==> config.mk <==
export PLATFORM = sky130hd
export DESIGN_NAME = frac_baud_gen
export DESIGN_NICKNAME = d
export VERILOG_FILES = /design/src/rtl/fbg_pkg.sv /design/src/rtl/fbg_divreg.sv /design/src/rtl/fbg_seq.sv /design/src/rtl/fbg_bitdiv.sv /design/src/rtl/frac_baud_gen.sv
export SDC_FILE = /design/constraint.sdc
export NUM_CORES = 1
export LEC_CHECK = 0
export BUFFER_PORTS_ARGS = -buffer_cell sky130_fd_sc_hd__buf_2
export CORE_MARGIN = 5
export CORE_UTILIZATION = 55
export CTS_BUF_LIST = sky130_fd_sc_hd__clkbuf_4
export DETAILED_ROUTE_END_ITERATION = 6
export PLACE_DENSITY = 0.78
export REMOVE_ABC_BUFFERS = 1
export SETUP_SLACK_MARGIN = 0.3
export SYNTH_ARGS = -nofsm -noshare
export SYNTH_HDL_FRONTEND = slang
export SYNTH_SLANG_ARGS = --single-unit
==> constraint.sdc <==
create_clock -name clk -period 3.5 [get_ports clk]
set_input_delay 0.875 -clock clk [delete_from_list [all_inputs] [get_ports clk]]
set_output_delay 0.875 -clock clk [all_outputs]
set_load 0.1 [all_outputs]
==> src/rtl/fbg_pkg.sv <==
package fbg_pkg;
    localparam int INT_W  = 16;
    localparam int FRAC_W = 6;
    localparam int ADDR_W = 2;
    localparam int DATA_W = 16;
    localparam int OVS    = 16;

    localparam logic [ADDR_W-1:0] LOC_INT  = 2'd0;
    localparam logic [ADDR_W-1:0] LOC_FRAC = 2'd1;
    localparam logic [ADDR_W-1:0] LOC_LCR  = 2'd2;

    typedef enum logic [1:0] {
        ST_HALT  = 2'd0,
        ST_RUN   = 2'd1,
        ST_EXTRA = 2'd2
    } seq_state_t;
endpackage

==> src/rtl/fbg_divreg.sv <==
module fbg_divreg
    import fbg_pkg::*;
#(
    parameter int IW = INT_W,
    parameter int FW = FRAC_W,
    parameter int AW = ADDR_W,
    parameter int DW = DATA_W
) (
    input  logic          clk,
    input  logic          rst_n,
    input  logic          wr_en,
    input  logic [AW-1:0] wr_addr,
    input  logic [DW-1:0] wr_data,
    output logic [IW-1:0] act_int,
    output logic [FW-1:0] act_frac,
    output logic          commit_p
);
    logic [IW-1:0] stg_int;
    logic [FW-1:0] stg_frac;

    // staged fields: written freely, no effect on the generator
    always_ff @(posedge clk or negedge rst_n) begin
        if (!rst_n) begin
            stg_int  <= '0;
            stg_frac <= '0;
        end else if (wr_en) begin
            if (wr_addr == LOC_INT)  stg_int  <= wr_data[IW-1:0];
            if (wr_addr == LOC_FRAC) stg_frac <= wr_data[FW-1:0];
        end
    end

    // active divisor: loaded from the staged fields on a line-control write
    always_ff @(posedge clk or negedge rst_n) begin
        if (!rst_n) begin
            act_int  <= '0;
            act_frac <= '0;
            commit_p <= 1'b0;
        end else begin
            commit_p <= wr_en && (wr_addr == LOC_LCR);
            if (wr_en && (wr_addr == LOC_LCR)) begin
                act_int  <= stg_int;
                act_frac <= stg_frac;
            end
        end
    end


    staged_no_effect_chk: assert property (@(posedge clk) disable iff (!rst_n)
        (wr_en && wr_addr != LOC_LCR) |=> ($stable(act_int) && $stable(act_frac)));


    commit_copies_chk: assert property (@(posedge clk) disable iff (!rst_n)
        (wr_en && wr_addr == LOC_LCR) |=>
            (act_int == $past(stg_int) && act_frac == $past(stg_frac) && commit_p));
endmodule

==> src/rtl/fbg_seq.sv <==
module fbg_seq
    import fbg_pkg::*;
#(
    parameter int IW = INT_W,
    parameter int FW = FRAC_W
) (
    input  logic          clk,
    input  logic          rst_n,
    input  logic          enable,
    input  logic          restart,
    input  logic [IW-1:0] div_int,
    input  logic [FW-1:0] div_frac,
    output logic          tick16_o,
    output logic          halted_o
);
    seq_state_t    st_q, st_d;
    logic [IW-1:0] cnt_q, cnt_d;
    logic [FW-1:0] acc_q, acc_d;
    logic          fire;
    logic          live;
    logic          last;
    logic [FW:0]   sum;

    assign live = enable && (div_int != '0);
    assign last = (cnt_q == div_int - IW'(1));
    assign sum  = {1'b0, acc_q} + {1'b0, div_frac};

    // next-state and strobe decision
    always_comb begin
        st_d  = st_q;
        cnt_d = cnt_q;
        acc_d = acc_q;
        fire  = 1'b0;
        if (!live) begin
            st_d  = ST_HALT;
            cnt_d = '0;
            acc_d = '0;
        end else if (restart) begin
            st_d  = ST_RUN;
            cnt_d = '0;
            acc_d = '0;
        end else begin
            unique case (st_q)
                ST_HALT: begin
                    st_d  = ST_RUN;
                    cnt_d = '0;
                end
                ST_RUN: begin
                    if (last) begin
                        acc_d = sum[FW-1:0];
                        cnt_d = '0;
                        if (sum[FW]) st_d = ST_EXTRA;
                        else         fire = 1'b1;
                    end else begin
                        cnt_d = cnt_q + IW'(1);
                    end
                end
                ST_EXTRA: begin
                    fire = 1'b1;
                    st_d = ST_RUN;
                end
                default: st_d = ST_HALT;
            endcase
        end
    end

    // state register
    always_ff @(posedge clk or negedge rst_n) begin
        if (!rst_n) begin
            st_q  <= ST_HALT;
            cnt_q <= '0;
            acc_q <= '0;
        end else begin
            st_q  <= st_d;
            cnt_q <= cnt_d;
            acc_q <= acc_d;
        end
    end

    // output register
    always_ff @(posedge clk or negedge rst_n) begin
        if (!rst_n) tick16_o <= 1'b0;
        else        tick16_o <= fire;
    end

    assign halted_o = (st_q == ST_HALT);


    disabled_quiet_chk: assert property (@(posedge clk) disable iff (!rst_n)
        !enable |=> !tick16_o);


    zero_div_quiet_chk: assert property (@(posedge clk) disable iff (!rst_n)
        (div_int == '0) |=> !tick16_o);


    single_pulse_chk: assert property (@(posedge clk) disable iff (!rst_n)
        (tick16_o && div_int > IW'(1)) |=> !tick16_o);
endmodule

==> src/rtl/fbg_bitdiv.sv <==
module fbg_bitdiv
    import fbg_pkg::*;
#(
    parameter int RATIO = OVS
) (
    input  logic clk,
    input  logic rst_n,
    input  logic tick16,
    input  logic halted,
    input  logic restart,
    output logic bit_tick_o
);
    localparam int CW = $clog2(RATIO);
    localparam logic [CW-1:0] TOP = CW'(RATIO - 1);

    logic [CW-1:0] ph_q;

    always_ff @(posedge clk or negedge rst_n) begin
        if (!rst_n)                ph_q <= '0;
        else if (halted || restart) ph_q <= '0;
        else if (tick16)           ph_q <= (ph_q == TOP) ? '0 : ph_q + CW'(1);
    end

    assign bit_tick_o = tick16 && (ph_q == TOP);


    bit_spacing_chk: assert property (@(posedge clk) disable iff (!rst_n)
        bit_tick_o |=> !bit_tick_o);
endmodule

==> src/rtl/frac_baud_gen.sv <==
module frac_baud_gen
    import fbg_pkg::*;
(
    input  logic        clk,
    input  logic        rst_n,
    input  logic        enable,
    input  logic        wr_en,
    input  logic [1:0]  wr_addr,
    input  logic [15:0] wr_data,
    output logic        tick16_o,
    output logic        bit_tick_o
);
    logic [INT_W-1:0]  act_int;
    logic [FRAC_W-1:0] act_frac;
    logic              commit_p;
    logic              halted;

    fbg_divreg #(.IW(INT_W), .FW(FRAC_W), .AW(ADDR_W), .DW(DATA_W)) u_reg (
        .clk(clk), .rst_n(rst_n), .wr_en(wr_en), .wr_addr(wr_addr),
        .wr_data(wr_data), .act_int(act_int), .act_frac(act_frac),
        .commit_p(commit_p)
    );

    fbg_seq #(.IW(INT_W), .FW(FRAC_W)) u_seq (
        .clk(clk), .rst_n(rst_n), .enable(enable), .restart(commit_p),
        .div_int(act_int), .div_frac(act_frac),
        .tick16_o(tick16_o), .halted_o(halted)
    );

    fbg_bitdiv #(.RATIO(OVS)) u_bit (
        .clk(clk), .rst_n(rst_n), .tick16(tick16_o), .halted(halted),
        .restart(commit_p), .bit_tick_o(bit_tick_o)
    );
endmodule

# After elaboration in Yosys (flattened, before gate mapping)

Index checks and enable logic that the tools add are counted.
W data, S select, Z words.

Flip-flop bits (word level): 74
Bits in latches: 0
Memory bits (writable): 0
ROM bits: 0
Memories kept: 0

Add/subtract/negate cells: 4
Multipliers: 0
Div/mod/pow operators: 0
Magnitude comparators: 0
Eq/ne operators: 11
Shift-type cells: 0
Mux-type cells: 21
Bitwise logic cells: 0
Reductions and logical operators: 13

Operator list:

| cell                    | count |
|---|---|
| $mux W16                | 3 |
| $pmux W16 S2            | 1 |
| $mux W6                 | 4 |
| $add A16 B1 Y16 const B | 1 |
| $eq A16 B16 Y1          | 1 |
| $reduce_bool A16 Y1     | 1 |
| $sub A16 B1 Y16 const B | 1 |
| $mux W4                 | 3 |
| $mux W2                 | 4 |
| $ne A4 B4 Y1 const B    | 2 |
| $reduce_and A2 Y1       | 4 |
| $add A6 B6 Y7           | 1 |
| $ne A3 B3 Y1 const B    | 2 |
| $add A4 B1 Y4 const B   | 1 |
| $eq A2 B1 Y1 const B    | 2 |
| $eq A2 B2 Y1 const B    | 2 |
| $eq A4 B4 Y1 const B    | 1 |
| $logic_not A2 Y1        | 2 |
| $mux W1                 | 4 |
| $ne A4 B3 Y1 const B    | 1 |
| $pmux W2 S2             | 1 |
| $logic_and A1 B1 Y1     | 3 |
| $pmux W1 S2             | 1 |
| $reduce_bool A2 Y1      | 1 |
| 2 further kinds         | 2 |

# Depth between registers and ports, before layout

Depth in word-level cells: 6
Depth in mapped cells: 10

# Cells and area by module

Synthesis repeated with hierarchy kept, for this count alone.

Cell total of the unflattened synthesis: 389
Area total of the unflattened synthesis: 4145.2 um^2

Modules (own cells, without submodules):

| module     | times used | cells an instance | area an instance (um^2) |
|---|---|---|---|
| fbg_seq    | 1          | 273               | 2243.4 |
| fbg_divreg | 1          | 96                | 1685.4 |
| fbg_bitdiv | 1          | 20                | 216.5 |

# Worst setup path before layout

Ideal clock, no wire load.

Path type: register -> output
Start: reg u_seq.tick16_o
End: out bit_tick_o
Arrival: 1922 ps
Required time: 2625 ps
Setup slack: 703 ps
Stages on the path, launching flop included: 2
Path through: dfrtp_1 > and4_1

Cells in the longest elaborated chain, start to end: 1

Ends and longest elaborated chain:

| element                  | line                | RTL |
|---|---|---|
| start: declaration       | fbg_seq.sv:13       | `output logic tick16_o,` |
| start signal: assignment | fbg_seq.sv:83       | `else tick16_o <= fire;` |
| $logic_and A1 B1 Y1      | fbg_bitdiv.sv:24    | `assign bit_tick_o = tick16 && (ph_q == TOP);` |
| end: declaration         | frac_baud_gen.sv:11 | `output logic bit_tick_o` |

No other way between the ends.

# Worst setup path after layout

Start: reg u_reg.act_int[0]
End: reg u_seq.cnt_q[3]

Cells in the longest elaborated chain, start to end: 6
Elaborated cells on any way between the ends: 9
Classes of those cells: add/sub (1); eq/ne (2); mux (4); reduce/logical (2)

Ends and longest elaborated chain:

| element                  | line             | RTL |
|---|---|---|
| start: declaration       | fbg_divreg.sv:14 | `output logic [IW-1:0] act_int,` |
| start signal: assignment | fbg_divreg.sv:41 | `act_int <= stg_int;` |
| $sub A16 B1 Y16          | fbg_seq.sv:25    | `assign last = (cnt_q == div_int - IW'(1));` |
| $eq A16 B16 Y1           | fbg_seq.sv:25    |  |
| $mux W16                 | fbg_seq.sv:49    | `if (last) begin` |
| $pmux W16 S2             | fbg_seq.sv:43    | `unique case (st_q)` |
| $mux W16                 | fbg_seq.sv:38    | `end else if (restart) begin` |
| $mux W16                 | fbg_seq.sv:34    | `if (!live) begin` |
| end signal: assignment   | fbg_seq.sv:75    | `cnt_q <= cnt_d;` |
| end: declaration         | fbg_seq.sv:17    | `logic [IW-1:0] cnt_q, cnt_d;` |

Parallel ways exist; a longest one is shown, timed or not.
A chain may end at the register's enable or synchronous reset.

==> impl_metrics.tcl <==
set metrics [dict create \
    outcome "complete, no violations" \
    cts_sinks 74 \
    grt.overflow.total 0 \
    grt_max_degree 44 \
    maxSlewViolCount 0 \
    path_clk_slew_ps 130 \
    start_util_pct 55.6 \
    ir_drop_uv 357 \
    drtIter0Drc 108 \
    cts_buffer_depth 2 \
    p_total_mw 2.16 \
    htreeDepth 3 \
    dpl.hpwl_microns 5590 \
    timing.fmax_mhz 348 \
    fillers 593 \
    hold_path_class "flip-flop to flip-flop" \
    seq_area_frac_synth_pct 46.6 \
    post_cts_buffers 0 \
    critPathLaunchType "flip-flop" \
    r2r-end "u_seq.cnt_q[3]" \
    first_global_vias 2789 \
    end_kind "flip-flop" \
    ios 24 \
    drive_gt1_share_pct 22.3 \
    synth_edf_count 0 \
    synth_flop_cell "dfrtp_1" \
    hold_depth 2 \
    gp_congestion 0.901 \
    fin_crit_sh_pct 82.1 \
    max_stage_delay_ps 480 \
    fin_crit_ps 2870 \
    ant_nets 0 \
    dieWidth_microns 95.0 \
    core_area_sq_um 7140 \
    powerDensity_nw_per_um2 496 \
    grt_pass1_wl_microns 13400 \
    clock_skew_ps 19.1 \
    num_vias 2808 \
    setup_viol 0 \
    synthToLayoutAreaGrowth_pct 9.83 \
    grt_usage_pct 19.2 \
    nets 443 \
    ctsResizeCount 0 \
    crit_slowest_cell "a21oi_4" \
    maxCapViolations 0 \
    setup_slack_ps 626 \
    syn_area_per_cell_sq_um 10.4 \
    netlist-cell-type-count 59 \
    drt_pass1_iterations 4 \
    min_from "u_reg.stg_frac[3]" \
    cts_tree "built" \
    diodes 0 \
    rsz0062_at_grt "false" \
    fp.dieArea_sq_um 9020 \
    synthArstFlopShare_pct 100 \
    cts-buffers-inserted 9 \
    postCtsHoldBufs 0 \
    power_leakage_nw 1.96 \
    timing.rr.start "u_reg.act_int[0]" \
    row_count 31 \
    grt_antenna_before_repair 0 \
    ys_ff_latch 74 \
    wl_per_cell_microns 15.0 \
    yosys_warnings 0 \
    wl_microns 7680 \
    worst_slew_pin_slew_ps 746 \
    worst_skew_pair.late_latency_ps 430 \
    viasPerCell 5.50 \
    hold_viol_final 0 \
    dpl_worst_slack_ps 644 \
    worstRegToRegCells 9 \
    die_h_microns 95.0 \
    syn-cell-area_sq_um 3970 \
    min_to "u_reg.act_frac[3]" \
    hold_slack_ps 476 \
    slew_headroom_pct 50.3 \
    final.setup.tns_ps 0 \
    worstPathCellList "inv_1 > ha_1 > nor3b_2 > nand4_1 > nor3_1 > xnor2_1 > nand4_4 > a21oi_4 > nor2_1" \
    numPortBuffers 23 \
    final_cells 511 \
    syn_inst 380 \
    criticalPathCategory "flip-flop to flip-flop" \
    dp.cells 495 \
    arrival_ps 3160 \
    drc 0 \
    crit_fanout 13 \
    required_ps 3790 \
    cts-root-buf "clkbuf_4" \
    reg2reg_slack_ps 630 \
]
==> final cells by class <==
| type | instances | area (sq um) | share of cell area [%] |
|---|---|---|---|
| clock buffers | 10 | 75.1 | 1.72 |
| clock inverters | 6 | 90.1 | 2.07 |
| multi-input cells | 279 | 2010 | 46.0 |
| flip-flops and latches | 74 | 1850 | 42.5 |
| inverters | 17 | 63.8 | 1.46 |
| well taps | 99 | 124 | 2.84 |
| repair buffers | 26 | 150 | 3.44 |
==> cell usage after synthesis (2+ instances only) <==
| cell | count | share of area [%] |
|---|---|---|
| dfrtp_1 | 74 | 47 |
| nand2_1 | 66 | 6.2 |
| mux2_2 | 23 | 6.5 |
| xnor2_1 | 22 | 4.9 |
| nor2_1 | 20 | 1.9 |
| xor2_1 | 17 | 3.8 |
| inv_1 | 16 | 1.5 |
| nor3_1 | 16 | 2.0 |
| ha_1 | 13 | 4.1 |
| nor2_2 | 10 | 1.6 |
| o21ai_0 | 9 | 1.1 |
| a21oi_1 | 7 | 0.88 |
| a22o_1 | 7 | 1.5 |
| clkbuf_1 | 7 | 0.66 |
| nand3_1 | 7 | 0.88 |
| nand3b_1 | 4 | 0.76 |
| nand4_1 | 4 | 0.63 |
| nor4_1 | 4 | 0.63 |
| a31oi_1 | 3 | 0.47 |
| and3_1 | 3 | 0.47 |
| mux2i_1 | 3 | 0.76 |
| o21bai_1 | 3 | 0.57 |
| a41oi_1 | 2 | 0.44 |
| buf_6 | 2 | 0.57 |
| nand2b_1 | 2 | 0.32 |
| nand4b_1 | 2 | 0.44 |
| nor4_4 | 2 | 1.1 |
==> per-stage QoR <==
step                utilization [%]  cell area (sq um)
finish                         61.1               4360
global placement               58.8               4200
detailed placement             58.8               4200
floorplan                         -               3920
global route                   61.1               4360
CTS                            61.1               4360
==> cell families (layout without fill, tap and decap cells) <==
logic type / Yosys count / count (layout) / share of synthesized area (%)
xor+xnor: 39 / 39 / 8.60
fa+ha+maj: 14 / 14 / 4.60
compound gates: 45 / 45 / 8.92
simple gates: 155 / 155 / 21.0
mux: 26 / 26 / 7.28
flops: 74 / 74 / 46.6
buf+inv: 27 / 59 / 2.96
==> flip-flops by register name, indices dropped and copies added, names as in the netlist, 2 cells and up <==
name / count
u_reg.stg_int: 16
u_bit.ph_q: 4
u_reg.act_frac: 6
u_reg.stg_frac: 6
u_seq.cnt_q: 16
u_seq.st_q: 2
u_seq.acc_q: 6
u_reg.act_int: 16
==> cells in the final DEF (no fill, tap or decap), drive strengths merged, types with 3 or more instances in the layout <==
master,synthesis,layout
nand4,5,5
a31oi,3,3
nor3,18,18
xor2,17,17
nand3b,4,4
and3,3,3
dfrtp,74,74
nand2,66,66
buf,3,26
mux2,23,23
a21oi,9,9
a22o,7,7
ha,13,13
nor4,6,6
nand4b,3,3
clkinv,1,3
xnor2,22,22
clkbuf,7,10
o21ai,10,10
nor2,30,30
inv,16,17
mux2i,3,3
nand3,7,7
o21bai,3,3
==> worst max-delay path, delay by kind of cell (launching register included) <==
kind | cells | cell delay, ps
AND/OR/NAND/NOR | 5 | 1250
buffers and inverters | 1 | 110
AO/OA/AOI/OAI | 1 | 480
XOR/XNOR | 1 | 220
adder cells (fa/ha/maj) | 1 | 220
flip-flops | 1 | 450
==> routing by layer <==
| layer | routed length (microns) | share of wire [%] | global-route usage [%] |
|---|---|---|---|
| met5 | 0 | 0 | 0 |
| met2 | 3590 | 47 | 29.5 |
| met4 | 85 | 1.1 | 5.29 |
| met3 | 348 | 4.5 | 4.46 |
| met1 | 3660 | 48 | 27.1 |
==> power breakdown <==
group	internal (mW)	total, mW	switching [mW]
registers	0.964	1.08	0.121
logic	0.211	0.465	0.255
clock network	0.300	0.613	0.313
==> worst max path at each step <==
stage | startpoint | to | slack, ps | depth (start not counted)
finish | u_reg.act_int[0] | u_seq.cnt_q[3] | 630 | 9
CTS | u_reg.act_int[0] | u_seq.cnt_q[3] | 630 | 9
floorplan | u_seq.tick16_o | bit_tick_o | 700 | 1
detailed placement | u_reg.act_int[0] | u_seq.cnt_q[4] | 640 | 9
global placement | u_reg.act_int[0] | u_seq.cnt_q[5] | 750 | 9
global route | u_reg.act_int[2] | u_seq.cnt_q[4] | 450 | 7
Note: power is estimated with default switching activity, not from simulation.
